==> src/rtl/clkdiv_pkg.sv <==
package clkdiv_pkg;
    localparam int NUM_RATIOS = 5;
    localparam int IDX_W      = 3;
    localparam int CODE_W     = 3;
    localparam int SLOTS      = 3;

    localparam logic [IDX_W-1:0] IDX_DIV1  = IDX_W'(0);
    localparam logic [IDX_W-1:0] IDX_DIV2  = IDX_W'(1);
    localparam logic [IDX_W-1:0] IDX_LIMIT = IDX_W'(NUM_RATIOS);

    typedef enum logic [2:0] {
        OP_NONE, OP_SREF_CLR, OP_SREF_SET, OP_DIV, OP_REF, OP_REF_SLOW
    } op_e;

    typedef enum logic [1:0] {ST_IDLE, ST_PLAN, ST_EXEC, ST_WAIT} state_e;

    typedef enum logic [1:0] {GO_EXEC, GO_PLAN, GO_FIN} go_e;

    function automatic logic [CODE_W-1:0] idx_to_code(input logic [IDX_W-1:0] idx);
        case (idx)
            3'd0:    return 3'd0;
            3'd1:    return 3'd1;
            3'd2:    return 3'd3;
            3'd3:    return 3'd2;
            3'd4:    return 3'd4;
            default: return 3'd0;
        endcase
    endfunction

    function automatic int unsigned idx_to_div(input int unsigned idx);
        case (idx)
            0:       return 1;
            1:       return 2;
            2:       return 4;
            3:       return 6;
            4:       return 8;
            default: return 1;
        endcase
    endfunction

    // floor(base_Hz * 7.8us / (64 * divisor)), written with the base in MHz
    function automatic int unsigned refr_count(input int unsigned base_mhz,
                                               input int unsigned idx);
        longint unsigned num;
        longint unsigned den;
        num = longint'(base_mhz) * 64'd7800;
        den = 64'd64000 * longint'(idx_to_div(idx));
        return 32'(num / den);
    endfunction
endpackage

==> src/rtl/clkdiv_refr_table.sv <==
module clkdiv_refr_table
    import clkdiv_pkg::*;
#(
    parameter int unsigned BASE_MHZ = 500,
    parameter int          REFR_W   = 7
) (
    input  logic [IDX_W-1:0]  idx_i,
    output logic [REFR_W-1:0] cnt_o
);
    localparam int ENTRIES = 2 ** IDX_W;

    logic [REFR_W-1:0] tbl [ENTRIES];

    for (genvar g = 0; g < ENTRIES; g++) begin : g_entry
        if (g < NUM_RATIOS) begin : g_ratio
            localparam int unsigned VAL = refr_count(BASE_MHZ, g);
            assign tbl[g] = REFR_W'(VAL);
        end else begin : g_unused
            assign tbl[g] = '0;
        end
    end

    assign cnt_o = tbl[idx_i];
endmodule

==> src/rtl/clkdiv_hop_plan.sv <==
module clkdiv_hop_plan
    import clkdiv_pkg::*;
(
    input  logic [IDX_W-1:0]    from_i,
    input  logic [IDX_W-1:0]    to_i,
    output op_e [SLOTS-1:0]     ops_o
);
    // slot 0 executes first; index order matches divisor order
    always_comb begin
        if (from_i == IDX_DIV2 && to_i == IDX_DIV1) begin
            ops_o[0] = OP_SREF_CLR;
            ops_o[1] = OP_DIV;
            ops_o[2] = OP_REF;
        end else if (from_i == IDX_DIV1 && to_i == IDX_DIV2) begin
            ops_o[0] = OP_REF_SLOW;
            ops_o[1] = OP_DIV;
            ops_o[2] = OP_SREF_SET;
        end else if (from_i < to_i) begin
            ops_o[0] = OP_REF_SLOW;
            ops_o[1] = OP_DIV;
            ops_o[2] = OP_NONE;
        end else begin
            ops_o[0] = OP_DIV;
            ops_o[1] = OP_REF;
            ops_o[2] = OP_NONE;
        end
    end
endmodule

==> src/rtl/clkdiv_wait_timer.sv <==
module clkdiv_wait_timer #(
    parameter int CNT_W = 18
) (
    input  logic             clk,
    input  logic             rst_n,
    input  logic             load_i,
    input  logic [CNT_W-1:0] val_i,
    output logic             idle_o
);
    logic [CNT_W-1:0] cnt_d, cnt_q;

    always_comb begin
        cnt_d = cnt_q;
        if (load_i)
            cnt_d = val_i;
        else if (cnt_q != '0)
            cnt_d = cnt_q - 1'b1;
    end

    always_ff @(posedge clk or negedge rst_n) begin
        if (!rst_n) cnt_q <= '0;
        else        cnt_q <= cnt_d;
    end

    assign idle_o = (cnt_q == '0);

    // an expired wait stays expired until reloaded
    a_r7_timer_holds_zero: assert property (@(posedge clk) disable iff (!rst_n)
        (!load_i && cnt_q == '0) |=> (cnt_q == '0));
endmodule

==> src/rtl/clkdiv_seq.sv <==
module clkdiv_seq
    import clkdiv_pkg::*;
#(
    parameter int unsigned BASE_MHZ     = 500,
    parameter int          REFR_W       = 7,
    parameter int unsigned RELOCK_CYC   = 16,
    parameter int unsigned DRAIN_MARGIN = 4,
    parameter int          CNT_W        = 18
) (
    input  logic              clk,
    input  logic              rst_n,
    input  logic              start_i,
    input  logic [IDX_W-1:0]  ratio_idx_i,
    output logic [CODE_W-1:0] div_code_o,
    output logic [REFR_W-1:0] refr_cnt_o,
    output logic              sref_en_o,
    output logic              busy_o,
    output logic              done_o,
    output logic              err_o
);
    localparam logic [REFR_W-1:0] REFR_RST = REFR_W'(refr_count(BASE_MHZ, 0));

    typedef struct packed {
        state_e             st;
        go_e                pend;
        logic [IDX_W-1:0]   tgt;
        logic [IDX_W-1:0]   hop_to;
        logic [IDX_W-1:0]   cur;
        logic               two_hop;
        logic               hop;
        op_e [SLOTS-1:0]    ops;
        logic [1:0]         slot;
        logic [CODE_W-1:0]  code;
        logic [REFR_W-1:0]  refr;
        logic               sref;
        logic               busy;
        logic               done;
        logic               err;
    } seq_t;

    seq_t d, q;

    op_e [SLOTS-1:0]   plan_ops;
    logic [REFR_W-1:0] rom_cnt;
    logic              tmr_load, tmr_idle;
    logic [CNT_W-1:0]  tmr_val;
    op_e               cur_op, nxt_op;
    go_e               go, go_sel;
    logic              fire, need_wait, two_new;
    logic [31:0]       drain_cyc;

    clkdiv_refr_table #(.BASE_MHZ(BASE_MHZ), .REFR_W(REFR_W)) u_table (
        .idx_i (q.hop_to),
        .cnt_o (rom_cnt)
    );

    clkdiv_hop_plan u_plan (
        .from_i (q.cur),
        .to_i   (q.hop_to),
        .ops_o  (plan_ops)
    );

    clkdiv_wait_timer #(.CNT_W(CNT_W)) u_timer (
        .clk    (clk),
        .rst_n  (rst_n),
        .load_i (tmr_load),
        .val_i  (tmr_val),
        .idle_o (tmr_idle)
    );

    always_comb begin
        d         = q;
        d.done    = 1'b0;
        d.err     = 1'b0;
        tmr_load  = 1'b0;
        tmr_val   = '0;
        fire      = 1'b0;
        need_wait = 1'b0;
        go_sel    = q.pend;

        cur_op = q.ops[q.slot];
        nxt_op = (q.slot < 2'(SLOTS - 1)) ? q.ops[q.slot + 2'd1] : OP_NONE;
        if (nxt_op != OP_NONE)        go = GO_EXEC;
        else if (q.two_hop && !q.hop) go = GO_PLAN;
        else                          go = GO_FIN;

        // wait after a slowing refresh write: drain old and new counts at the old clock
        drain_cyc = (32'(q.refr) + 32'(rom_cnt)) * 32'd64 * idx_to_div(32'(q.cur))
                  + 32'(DRAIN_MARGIN);

        two_new = (q.cur == IDX_DIV1 && ratio_idx_i > IDX_DIV2) ||
                  (q.cur > IDX_DIV2 && ratio_idx_i == IDX_DIV1);

        case (q.st)
            ST_IDLE: begin
                if (start_i) begin
                    if (ratio_idx_i >= IDX_LIMIT) begin
                        d.err = 1'b1;
                    end else if (ratio_idx_i == q.cur) begin
                        d.done = 1'b1;
                    end else begin
                        d.busy    = 1'b1;
                        d.tgt     = ratio_idx_i;
                        d.two_hop = two_new;
                        d.hop     = 1'b0;
                        d.hop_to  = two_new ? IDX_DIV2 : ratio_idx_i;
                        d.st      = ST_PLAN;
                    end
                end
            end
            ST_PLAN: begin
                d.ops  = plan_ops;
                d.slot = 2'd0;
                d.st   = ST_EXEC;
            end
            ST_EXEC: begin
                case (cur_op)
                    OP_SREF_CLR: d.sref = 1'b0;
                    OP_SREF_SET: d.sref = 1'b1;
                    OP_DIV: begin
                        d.code    = idx_to_code(q.hop_to);
                        d.cur     = q.hop_to;
                        need_wait = 1'b1;
                        tmr_val   = CNT_W'(RELOCK_CYC);
                    end
                    OP_REF: d.refr = rom_cnt;
                    OP_REF_SLOW: begin
                        d.refr = rom_cnt;
                        if (!q.sref) begin
                            need_wait = 1'b1;
                            tmr_val   = CNT_W'(drain_cyc);
                        end
                    end
                    default: ;
                endcase
                if (go == GO_EXEC) d.slot = q.slot + 2'd1;
                if (go == GO_PLAN) begin
                    d.hop    = 1'b1;
                    d.hop_to = q.tgt;
                end
                if (need_wait) begin
                    tmr_load = 1'b1;
                    d.pend   = go;
                    d.st     = ST_WAIT;
                end else begin
                    fire   = 1'b1;
                    go_sel = go;
                end
            end
            ST_WAIT: begin
                if (tmr_idle) fire = 1'b1;
            end
            default: d.st = ST_IDLE;
        endcase

        if (fire) begin
            case (go_sel)
                GO_EXEC: d.st = ST_EXEC;
                GO_PLAN: d.st = ST_PLAN;
                default: begin
                    d.st   = ST_IDLE;
                    d.busy = 1'b0;
                    d.done = 1'b1;
                end
            endcase
        end
    end

    always_ff @(posedge clk or negedge rst_n) begin
        if (!rst_n) begin
            q      <= '0;
            q.refr <= REFR_RST;
        end else begin
            q <= d;
        end
    end

    assign div_code_o = q.code;
    assign refr_cnt_o = q.refr;
    assign sref_en_o  = q.sref;
    assign busy_o     = q.busy;
    assign done_o     = q.done;
    assign err_o      = q.err;

    // only the five defined codes ever appear
    a_r1_code_legal: assert property (@(posedge clk) disable iff (!rst_n)
        div_code_o <= 3'd4);

    // no direct jump between divide-by-1 and anything but divide-by-2
    a_r3_leave_div1: assert property (@(posedge clk) disable iff (!rst_n)
        (!$stable(div_code_o) && $past(div_code_o) == 3'd0) |-> div_code_o == 3'd1);
    a_r3_enter_div1: assert property (@(posedge clk) disable iff (!rst_n)
        (!$stable(div_code_o) && div_code_o == 3'd0) |-> $past(div_code_o) == 3'd1);

    // self-refresh toggles only while the divider sits at divide-by-2
    a_r5_sref_at_div2: assert property (@(posedge clk) disable iff (!rst_n)
        !$stable(sref_en_o) |-> div_code_o == 3'd1);

    // divider moves only inside a busy window; done is a lone pulse outside it
    a_r12_div_in_busy: assert property (@(posedge clk) disable iff (!rst_n)
        !$stable(div_code_o) |-> busy_o);
    a_r12_done_pulse: assert property (@(posedge clk) disable iff (!rst_n)
        done_o |=> !done_o);
    a_r12_done_idle: assert property (@(posedge clk) disable iff (!rst_n)
        done_o |-> !busy_o);

    // an error pulse never coincides with activity
    a_r11_err_quiet: assert property (@(posedge clk) disable iff (!rst_n)
        err_o |-> (!busy_o && !done_o));
endmodule

==> config.mk <==
export PLATFORM = sky130hd
export DESIGN_NAME = clkdiv_seq
export DESIGN_NICKNAME = d
export VERILOG_FILES = /design/src/rtl/clkdiv_pkg.sv /design/src/rtl/clkdiv_refr_table.sv /design/src/rtl/clkdiv_hop_plan.sv /design/src/rtl/clkdiv_wait_timer.sv /design/src/rtl/clkdiv_seq.sv
export SDC_FILE = /design/constraint.sdc
export NUM_CORES = 1
export LEC_CHECK = 0
export BUFFER_PORTS_ARGS = -buffer_cell sky130_fd_sc_hd__buf_2
export CAP_MARGIN = 20
export CORE_MARGIN = 10
export CORE_UTILIZATION = 63
export CTS_CLUSTER_DIAMETER = 80
export CTS_CLUSTER_SIZE = 14
export DETAILED_ROUTE_END_ITERATION = 10
export GPL_TIMING_DRIVEN = 0
export PLACE_DENSITY = 0.88
export SYNTH_ARGS = -nofsm -noshare
export SYNTH_HDL_FRONTEND = slang
export SYNTH_HIERARCHICAL = 1
export SYNTH_SLANG_ARGS = --single-unit
==> constraint.sdc <==
create_clock -name clk -period 5.31 [get_ports clk]
set_input_delay 0.7965 -clock clk [delete_from_list [all_inputs] [get_ports clk]]
set_output_delay 0.7965 -clock clk [all_outputs]
set_load 0.05 [all_outputs]
### Word level (Yosys, flattened, before mapping)

Memories as Yosys holds them, arrays and structs flattened.
Index checks and enable logic that the tools add are counted.

| word-level totals | value |
|---|---|
| register bits after elaboration | 58 |
| word-level logic and storage cells | 152 |
| input bits | 6 |
| memories kept | 1 |
| bits in read-only memories | 56 |
| output and inout bits | 14 |

Memories:

| name | words | width | rd ports | clocked after Yosys merged registers in | write ports | line | text |
|---|---|---|---|---|---|---|---|
| (name not given) | 8 | 7 | 1 | 0 | 0 | clkdiv_refr_table.sv:23 | `assign cnt_o = tbl[idx_i];` |

| operators by class | value |
|---|---|
| equality and inequality tests | 28 |
| bitwise operators | 3 |
| muxes and demuxes | 58 |
| order comparisons | 8 |
| reduce and logical (&&, ||, !) cells | 31 |
| multiply operators | 1 |
| $add $sub $neg | 4 |

Operator list:

| kind | number |
|---|---|
| 18-bit two-way mux | 4 |
| 18-bit one-hot mux with 2 select lines | 1 |
| 3-bit two-way mux | 10 |
| 2-bit two-way mux | 12 |
| 18-bit by 3-bit adder with 18-bit output, second input constant | 1 |
| 3-bit by 2-bit == test with 1-bit output, second input constant | 6 |
| 18-bit zero test | 1 |
| 9-bit two-way mux | 2 |
| 18-bit nonzero test | 1 |
| 18-bit by 1-bit subtractor with 18-bit output, second input constant | 1 |
| 4-bit one-hot mux with 4 select lines | 1 |
| 7-bit two-way mux | 2 |
| 1-bit two-way mux | 13 |
| 3-bit binary-select mux with 2-bit select | 2 |
| 3-bit == test, second input constant | 4 |
| 8-bit by 4-bit multiplier with 12-bit output | 1 |
| 3-bit inequality test, second input constant | 4 |
| 3-bit one-hot mux with 4 select lines | 1 |
| 2-bit inequality test, second input constant | 5 |
| 2-bit AND reduction | 5 |
| 5-bit AND reduction | 2 |
| 3-bit by 1-bit == test with 1-bit output, second input constant | 3 |
| 3-bit zero test | 3 |
| 7-bit by 7-bit adder with 8-bit output | 1 |
| other kinds (27) | 47 |

### Depth between registers and ports, before layout

Gate-level depths: netlist of run 1.

| depth | value |
|---|---|
| depth in word-level cells | 12 |
| gate-level depth with buffers | 22 |
| gate-level depth less buffers | 22 |

### Cells and area by module

The synthesis of run 1 kept the hierarchy.

By module, submodules not included:

| module | cells an instance | times used | area each (um2) | sequential area each (um2) |
|---|---|---|---|---|
| clkdiv_seq | 345 | 1 | 3284.4 | 1006.0 |
| clkdiv_wait_timer | 110 | 1 | 1081.0 | 450.4 |
| clkdiv_hop_plan | 25 | 1 | 160.2 | 0.0 |
| clkdiv_refr_table | 10 | 1 | 57.6 | 0.0 |

### Worst setup path after synthesis of run 1

OpenSTA, ideal clock, no wires.

| timing path | value |
|---|---|
| path type | register to register |
| start | reg q[31] in the netlist's numbering |
| end | reg u_timer.cnt_q[16] |
| setup slack | 0.615 ns |
| stages on the path, launching flop included | 23 |
| path buffers | 0 |
| data required time | 5.164 ns |
| arrival time | 4.549 ns |
| clock period less this slack | 4.695 ns |
| cells stage by stage | dfrtp_1 xnor2_1 nor2_1 ha_1 fa_1 a21o_1 a21oi_1 o21bai_1 a21oi_1 xor2_1 nor2_1 fa_1 inv_1 fa_1 inv_1 ha_1 nor3_1 nor3b_1 o21ai_0 xor2_1 nor2_1 nand2_1 o311ai_0 |

| on the way | value |
|---|---|
| cells in the longest elaborated chain, start to end | 11 |

Ends and longest elaborated chain:

| item | line | text |
|---|---|---|
| start: declaration | clkdiv_seq.sv:41 | `seq_t d, q;` |
| 3-bit inverter with 4-bit output (implied by the code) | clkdiv_refr_table.sv:23 |  |
| memory read 8 x 7 bit | -- |  |
| 7-bit two-way mux (implied by the code) (2 in a row) | clkdiv_refr_table.sv:23 |  |
| via rom_cnt[0] | clkdiv_seq.sv:44 | `logic [REFR_W-1:0] rom_cnt;` |
| 7-bit by 7-bit adder with 8-bit output | clkdiv_seq.sv:88 | `drain_cyc = (32'(q.refr) + 32'(rom_cnt)) * 32'd64 * idx_to_div(32'(q.cur))` |
| 8-bit by 4-bit multiplier with 12-bit output | clkdiv_seq.sv:88 |  |
| 18-bit by 3-bit adder with 18-bit output | clkdiv_seq.sv:89 | `+ 32'(DRAIN_MARGIN);` |
| 18-bit two-way mux | clkdiv_seq.sv:129 | `if (!q.sref) begin` |
| 18-bit one-hot mux with 2 select lines | clkdiv_seq.sv:117 | `case (cur_op)` |
| 18-bit two-way mux | clkdiv_seq.sv:94 | `case (q.st)` |
| via tmr_val[16] | clkdiv_seq.sv:46 | `logic [CNT_W-1:0] tmr_val;` |
| 18-bit two-way mux | clkdiv_wait_timer.sv:14 | `if (load_i)` |
| end signal: assignment | clkdiv_wait_timer.sv:22 | `else cnt_q <= cnt_d;` |
| end: declaration | clkdiv_wait_timer.sv:10 | `logic [CNT_W-1:0] cnt_d, cnt_q;` |

The timed path passes the listed nets, and every way through them passes these cells. The select of a mux whose other input is x is not followed.
A chain may end at the register's enable or synchronous reset.

### Worst setup path after layout of run 1

| timing path | value |
|---|---|
| start | reg q[30] in the netlist's numbering |
| end | reg u_timer.cnt_q[17] |

Same word-level chain as after synthesis.

==> run metrics, run 1 <==
first-pass GRT wire length 17100 um; mux share of post-synthesis cell area 0.0915; CTS Buf Count 9; routed wl met3 365 um; CTS tree built; Multi-input gate area 2810 um^2; clock buffer depth 2; commonest register cell after synthesis dfrtp_1; Crit path max-delay family adder cells; final hold slack 0.436 ns; synth top area cells dfrtp_1, ha_1, mux2_2; CTS sink cnt 58; Tcrit/Tclk final 0.956; worst reg2reg path depth 20; reg2reg start q[30]; largest net degree at the start of global routing 37; H-Tree Depth 3; DR top layer met4; Clock Pin Slew Worst Setup and Hold Paths 0.08 ns; crit path kind reg -> reg; register area 1460 um^2; simple-gate area share of the yosys netlist 0.183; Max Fclk 0.197 GHz; Pre-Repair DR Iteration Count 4; Worst Tran Pin Value 0.811 ns; Initial DRC Count 245; die height 105 um; vias 3584; Initial Utilization 0.639; synthesized-area fraction occupied by adder cells 0.139; Placement Rows 31; initial antenna violation count 0; Horiz. Die Dim 105 um; Met1 Wirelength 4290 um; R2R setup slack 0.23 ns; DR vias/cell 5.68; Final setup viols 0; critical path depth in cells 20; I/O pins 20; #FFs+latches synth 58; RD Place Congestion 0.852; Critical-path top delay cell fa_1; most frequent cell after synthesis nor2_1; Core ar. 7180 um^2; Post-Route Skew 0.0135 ns; area grow syn2layout 11.5%; FILL cells 491; Critical path buffers and inverters 2; DRC violations left 0; count of final max-slew check failures 0; Final #Nets 576; remaining global-route overflow 0; ANT nets after route 0; Synth top cells by count nor2_1, dfrtp_1, inv_1; drt total wl 9990 um; Routed WL per cell 15.8 um; Slew HR 0.455; Syn Inst Count 490; Hold Vio Cnt, Final 0; Synth Area in Compound Gates 0.133; clk root buf clkbuf_8; share of post-route cells with drive strength above 1 0.226; Ys Warns 6; CP endpoint kind register; r2r endpoint u_timer/cnt_q[17]; outcome finished clean; Port Buffer Count 19; All-Layer GR Usage 0.184; crit-path max FO 13; Mapped Area 4580 um^2; DP Wirelength 7310 um; post-synth top area cell dfrtp_1; syn avg cell area 9.35 um^2; met2 WL post-DR 5120 um; XOR/XNOR Fraction of Synth Area 0.0573; n_diodes 0; worst-path cell chain o21a_1, nor2_1, ha_1, a21o_1, a21oi_1, o21bai_1, a21oi_1, xor2_1, nor2_1, fa_1, inv_1, fa_1, inv_1, ha_1, nor3_2, nor3b_1, nand2_1, o21ai_1, mux2i_1, a2bb2oi_1; Seq/Total Area, Yosys 0.318; largest family of logic cells by synthesized area simple AND/OR/NAND/NOR gates; Hold Path Class in -> async; post-synth cell types 66; post-synth top area share 0.295; Post-synth ARST share 1.00; # hold bufs at CTS 0; Post-synth EDFFs 0; clk_lat worst skew 0.35 ns; vias in the first global route 3765; CP Data Required Time 5.58 ns; Critical Path AT 5.35 ns; min cycle time layout 5.08 ns; Die ar. 11100 um^2; Largest stage delay, worst path 0.53 ns; Startpoint Class register; Max Cap Viol 0
-- final cells by class --
cell class	count	share of cell area
buffer	29	0.0377
tap	99	0.0242
sequential	58	0.286
clock buffer	10	0.0269
multi-input combinational	365	0.550
timing repair buffer	23	0.0269
clock inverter	6	0.0176
inverter	41	0.0304
-- per-stage QoR --
stage / cell area, um^2 / utilization / cells / setup WS [ns] / TNS, ns
after global routing: 5110 / 0.712 / 631 / -0.0426 / -0.0765
final: 5110 / 0.712 / 631 / 0.232 / 0
after CTS: 5060 / 0.705 / 628 / 0.0448 / 0
after detailed placement: 4830 / 0.674 / 612 / 0.0492 / 0
after global placement: 4810 / 0.671 / 611 / 0.198 / 0
after floorplan: 4590 / - / 493 / 0.615 / 0
-- registers in the layout, indices dropped and copies added, names as in the netlist --
register / flops
busy_o: 1
sref_en_o: 1
u_timer/cnt_q: 18
refr_cnt_o: 7
err_o: 1
done_o: 1
q: 26
div_code_o: 3
-- worst register-to-register path: stages, from the launching register on --
cell       delay, ns
dfrtp_2         0.52
o21a_1          0.24
nor2_1          0.27
ha_1            0.30
a21o_1          0.19
a21oi_1         0.26
o21bai_1        0.09
a21oi_1         0.26
xor2_1          0.32
nor2_1          0.10
fa_1            0.51
inv_1           0.05
fa_1            0.53
inv_1           0.04
ha_1            0.34
nor3_2          0.07
nor3b_1         0.26
nand2_1         0.09
o21ai_1         0.18
mux2i_1         0.22
a2bb2oi_1       0.16
-- kinds of logic after synthesis --
kind of cell | Yosys count
xor+xnor | 30
buf+inv | 70
flops | 58
simple gates | 160
fa+ha+maj | 43
other cells | 4
compound gates | 87
mux | 38
-- per-layer routing --
metal	global-route usage	vias up
met5	0	-
met4	0.0853	0
met3	0.0335	20
met2	0.322	91
met1	0.213	1735
li1	-	1738
-- cell usage in the layout, fill, tap and decap left out, types with 3 or more instances in the layout --
cell type / instances
or3_1: 5
o21a_1: 4
ha_1: 30
a21oi_1: 17
dfrtp_1: 51
nand3_1: 7
buf_2: 23
a211oi_1: 5
xor2_1: 12
o21bai_1: 4
nor4_1: 7
mux2_2: 27
nand2b_1: 9
nand3b_1: 3
xnor2_1: 18
dfstp_2: 4
conb_1: 7
dfrtp_2: 3
o31ai_1: 8
nor3b_1: 4
buf_4: 18
buf_6: 3
clkbuf_8: 10
a21o_1: 8
inv_1: 39
fa_1: 13
mux2i_1: 10
clkbuf_1: 7
o21ai_1: 4
nand2_1: 36
and2_1: 5
nor2_1: 56
nor3_1: 6
o21ai_0: 15
-- how the worst max path moves through the flow --
stage | from | to | slack [ns]
CTS | q[31] | u_timer/cnt_q[16] | 0.04
global route | q[30] | u_timer/cnt_q[16] | -0.04
global placement | q[31] | u_timer/cnt_q[17] | 0.20
finish | q[30] | u_timer/cnt_q[17] | 0.23
detailed placement | q[31] | u_timer/cnt_q[17] | 0.05
floorplan | q[31] | u_timer/cnt_q[16] | 0.62
-- timing repair --
item | in CTS | in global routing
setup buffers | 0 | 3
gates resized for setup | 1 | 8
gates cloned | 0 | 0
pin swaps | 0 | 2
setup endpoints to repair | 1 | 3
Power of run 1 is left out: the tool's default activity adds up to more than one toggle a clock period on the data nets, which glitch-free logic cannot reach.
==> inputs of run 2 (changes only) <==
- GPL_TIMING_DRIVEN: 0 -> 1
==> run 2 against run 1 <==
First-iteration DRC count shrank 34%; global-route usage decreased by 0.94 points; die area unchanged; cell count down 4.3%; flip-flop and latch count stayed put; critical path type unchanged; largest cell class unchanged.
==> run metrics, run 2 (synthesized netlist as in run 1, its figures left out) <==
H-Tree Depth 3 (unchanged); crit-path max FO 10 (-3); initial antenna violation count 0 (unchanged); Core ar. 7180 um^2 (unchanged); CP endpoint kind register; clk root buf clkbuf_8; Placement Rows 31 (unchanged); Critical Path AT 5.13 ns (-0.22 ns); FILL cells 512 (+4.3%); Post-Route Skew 0.00896 ns (-0.00452 ns); drt total wl 9510 um (-4.8%); Clock Pin Slew Worst Setup and Hold Paths 0.07 ns (about the same); clock buffer depth 2 (unchanged); Port Buffer Count 19 (unchanged); Pre-Repair DR Iteration Count 4 (unchanged); CTS Buf Count 9 (unchanged); Final setup viols 0 (unchanged); share of post-route cells with drive strength above 1 0.190 (-0.0355); vias in the first global route 3559 (-5.5%); min cycle time layout 4.93 ns (-0.153 ns); Routed WL per cell 15.7 um (-0.50%); # hold bufs at CTS 0 (unchanged); Max Cap Viol 0 (unchanged); Tcrit/Tclk final 0.928 (-0.0288); Horiz. Die Dim 105 um (unchanged); Final #Nets 549 (-4.7%); largest net degree at the start of global routing 59 (+59%); Hold Vio Cnt, Final 0 (unchanged); Max Fclk 0.203 GHz (+3.1%); remaining global-route overflow 0 (unchanged); commonest cells after routing, fill and taps aside nor2_1, dfrtp_1, inv_1; Slew HR 0.459 (+0.00451); DP Wirelength 6880 um (-5.8%); RD Place Congestion 0.873 (+2.5%); first-pass GRT wire length 16400 um (-4.2%); I/O pins 20 (unchanged); Initial DRC Count 161 (-34%); final worst setup slack 0.385 ns (+0.153 ns); crit path kind reg -> reg; most common cell after layout, fill and taps aside nor2_1; CTS sink cnt 58 (unchanged); vias 3489 (-2.7%); DR vias/cell 5.78 (+1.7%); pre-CTS WS 0.194 ns (+0.145 ns); Die ar. 11100 um^2 (unchanged); die height 105 um (unchanged); Worst Tran Pin Value 0.809 ns (-0.00176 ns); All-Layer GR Usage 0.174 (-0.00940); ANT nets after route 0 (unchanged); n_diodes 0 (unchanged); Startpoint Class register; max reg flops 26 (unchanged); DRC violations left 0 (unchanged); area grow syn2layout 7.48%; clk_lat worst skew 0.35 ns (about the same); Initial Utilization 0.639 (unchanged); CP Data Required Time 5.51 ns (-0.07 ns); CTS tree built; Top reg by flops q; Hold Path Class reg -> reg; count of final max-slew check failures 0 (unchanged); outcome finished clean; R2R setup slack 0.38 ns (+0.15 ns)
run 2: per-stage QoR:
| stage | cells | hold WS [ns] | TNS, ns | cell area, um^2 | util |
|---|---|---|---|---|---|
| floorplan | 493 | 0.444 | 0 | 4590 | - |
| global placement | 586 | 0.459 | 0 | 4650 | 0.648 |
| detailed placement | 586 | 0.469 | 0 | 4650 | 0.648 |
| CTS | 602 | 0.492 | 0 | 4900 | 0.683 |
| global route | 604 | 0.536 | -0.00234 | 4930 | 0.686 |
| finish | 604 | 0.483 | 0 | 4930 | 0.686 |
run 2: final timing paths:
kind,from,endpoint,cells past startpoint
worst max-delay path,q[32],u_timer/cnt_q[16],21
worst min-delay path,div_code_o[2],div_code_o[2],2
worst max register to register,q[32],u_timer/cnt_q[16],21
worst min register to register,div_code_o[2],div_code_o[2],2
max in group asynchronous,rst_n,refr_cnt_o[6],2
min in group asynchronous,rst_n,u_timer/cnt_q[13],2
run 2: layout make-up:
type	count	area, um^2	area share
Clock buffer	9	124	0.0251
Clock inverter	7	125	0.0254
Inverter	41	155	0.0315
Multi-Input combinational cell	365	2800	0.569
Sequential cell	58	1460	0.296
Tap cell	99	124	0.0251
Timing Repair Buffer	25	140	0.0284
run 2: routing by layer:
layer | up-vias | global-route usage | wire, um
met5 | - | 0 | 0
met4 | 0 | 0.0627 | 146
met3 | 13 | 0.0371 | 361
met2 | 93 | 0.301 | 4860
met1 | 1691 | 0.209 | 4140
li1 | 1692 | - | -
run 2: worst max-delay path: stages (launching register included):
cell and delay, ns:
dfrtp_1 0.49, nor3_2 0.29, nor2_1 0.14, ha_1 0.30
a21o_1 0.19, a21oi_1 0.24, o21bai_1 0.09, a21oi_1 0.23
xor2_1 0.27, nor2_1 0.10, fa_1 0.51, inv_1 0.05
fa_1 0.52, inv_1 0.04, ha_1 0.34, nor3_2 0.27
nor3b_1 0.10, o21ai_0 0.20, xor2_1 0.17, nor2_1 0.06
nand2_1 0.07, o311ai_0 0.12
run 2: timing repair:
item                                    in CTS  in global routing
endpoints found under the setup margin       0                  3
setup buffers                                0                  2
gates resized for setup                      0                  3
Power of run 2 is left out for the same reason.
==> inputs of run 3 (changes only) <==
- CELL_PAD_IN_SITES_DETAIL_PLACEMENT: not set -> 2
- CELL_PAD_IN_SITES_GLOBAL_PLACEMENT: not set -> 2
- CORE_UTILIZATION: 63 -> 40
- PLACE_DENSITY: 0.88 -> 0.87
- SLEW_MARGIN: not set -> 40
- clock period: 5.31 -> 4.7 ns (I/O delays scaled with it)
==> run 3 against run 2 <==
Critical path type unchanged; cell count grew 14%; critical endpoint is now u_timer/cnt_q[17]; cell area is 15% higher; first-iteration DRC count grew to 3.0 times the previous value; clock skew increased by 0.0036 ns; fmax shrank 5.2%; die area up 46%; worst hold slack better by 0.031 ns; the flow now finishes with violations (setup timing); critical path depth stayed put; highest routed layer unchanged.
==> run metrics, run 3 (synthesized netlist as in run 1, its figures left out) <==
Placed Cells 648 (+11%); Pre-Repair DR Iteration Count 7 (+3); Post-Route Skew 0.0126 ns (+0.00363 ns); clk root buf clkbuf_16; final worst setup slack -0.496 ns (-0.880 ns); Layout Cells excl Fill 687 (+14%); worst reg2reg path depth 21 (unchanged); Final setup viols 7 (+7); Core ar. 11300 um^2 (+58%); ANT nets after route 0 (unchanged); vias in the first global route 4743 (+33%); Hold Path Class in -> async; initial antenna violation count 0 (unchanged); Horiz. Die Dim 127 um (+21%); All-Layer GR Usage 0.260 (+0.0857); I/O pins 20 (unchanged); CTS Buf Count 9 (unchanged); post-route cell area 5670 um^2 (+15%); CTS sink cnt 58 (unchanged); RD Place Congestion 0.807 (-7.5%); Placement Rows 39 (+26%); Hold Vio Cnt, Final 0 (unchanged); CP endpoint kind register; Initial Utilization 0.405 (-0.234); clock buffer depth 2 (unchanged); Port Buffer Count 19 (unchanged); Startpoint Class register; crit path kind reg -> reg; DP Wirelength 10600 um (+54%); Die ar. 16100 um^2 (+46%); min cycle time layout 5.20 ns (+0.270 ns); failing checks setup timing; setup TNS -2.08 ns (-2.08 ns); DR vias/cell 6.44 (+11%); share of post-route cells with drive strength above 1 0.358 (+0.168); die height 127 um (+21%); crit-path max FO 5 (-5); cell area after placement 4840 um^2 (+4.1%); Slew HR 0.451 (-0.00874); drt total wl 23900 um (+150%); first-pass GRT wire length 32200 um (+97%); remaining global-route overflow 0 (unchanged); DRC violations left 0 (unchanged); pre-CTS WS -0.624 ns (-0.818 ns); CP Data Required Time 4.92 ns (-0.59 ns); area grow syn2layout 23.6%; count of final max-slew check failures 0 (unchanged); most common cell after layout, fill and taps aside dfrtp_1; Top reg by flops q; clk_lat worst skew 0.35 ns (about the same); vias 4423 (+27%); n_diodes 0 (unchanged); Initial DRC Count 487 (+200%); largest net degree at the start of global routing 59 (unchanged); Routed WL per cell 34.7 um (+120%); Max Cap Viol 0 (unchanged); max reg flops 26 (unchanged); Critical Path AT 5.42 ns (+0.29 ns); Final #Nets 588 (+7.1%); H-Tree Depth 3 (unchanged); Clock Pin Slew Worst Setup and Hold Paths 0.06 ns (about the same); outcome finished with violations; commonest cells after routing, fill and taps aside dfrtp_1, nor2_1, buf_4; Max Fclk 0.192 GHz (-5.2%); CTS tree built; Worst Tran Pin Value 0.824 ns (+0.0149 ns); RSZ-0062 raised after global routing yes; Tcrit/Tclk final 1.11 (+0.178)
[run 3: cell count changes in the layout (fill, tap and decap cells not counted), moves of 6 or more]
cell       delta
clkbuf_8      -8
nor2_2        +9
ha_4          +8
inv_1        -11
a21oi_1       -9
inv_2        +10
ha_1          -9
clkbuf_16     +9
a21oi_2       +6
buf_4        +37
nor2_1       -10
[run 3: path summary, 6_finish.rpt]
path / startpoint / endpoint / slack (ns)
setup / recovery: q[30] / u_timer/cnt_q[17] / -0.50
hold / removal: rst_n / q[39] / 0.51
setup reg to reg: q[30] / u_timer/cnt_q[17] / -0.50
hold reg to reg: q[17] / q[17] / 0.53
max in group asynchronous: rst_n / q[32] / 3.63
min in group clk: q[17] / q[17] / 0.53
[run 3: metrics by stage]
stage | utilization | hold WS [ns]
CTS | 0.483 | 0.495
detailed placement | 0.428 | 0.490
floorplan | - | 0.409
global route | 0.501 | 0.546
finish | 0.501 | 0.514
global placement | 0.428 | 0.457
[run 3: timing repair]
| action | 4_1_cts | 5_1_grt |
|---|---|---|
| hold buffers | 0 | 0 |
| endpoints found under the setup margin | 6 | 7 |
| resized for setup | 53 | 27 |
| cloned | 0 | 0 |
| buffers inserted | 14 | 11 |
| pin swaps | 43 | 32 |
[run 3: cell type report]
class	instances	area [um^2]
fillers	1184	5650
multi-input cells	365	3150
flip-flops and latches	58	1460
repair buffers	64	440
clock buffers	10	239
well taps	143	179
inverters	41	158
clock inverters	6	41.3
[run 3: worst max-delay path, cell delays in order (launching register included)]
cell       delay (ns)
dfrtp_2          0.47
o21a_2           0.27
nor2_4           0.20
ha_4             0.24
a21o_1           0.17
a21oi_2          0.19
o21bai_1         0.13
a21oi_2          0.24
xor2_2           0.21
buf_4            0.15
nor2_1           0.07
fa_1             0.58
inv_2            0.06
fa_1             0.52
inv_2            0.05
ha_4             0.28
nor3_4           0.05
nor3b_2          0.25
nand2_1          0.14
o21ai_2          0.18
mux2i_1          0.28
a2bb2oi_1        0.32
[run 3: per-layer routing]
layer,up-vias,global-route usage,part of all wire
met4,0,0.137,0.055
met1,2317,0.309,0.39
met2,251,0.438,0.49
li1,1756,-,-
met5,-,0,0
met3,99,0.0480,0.067
Power of run 3 is left out for the same reason.
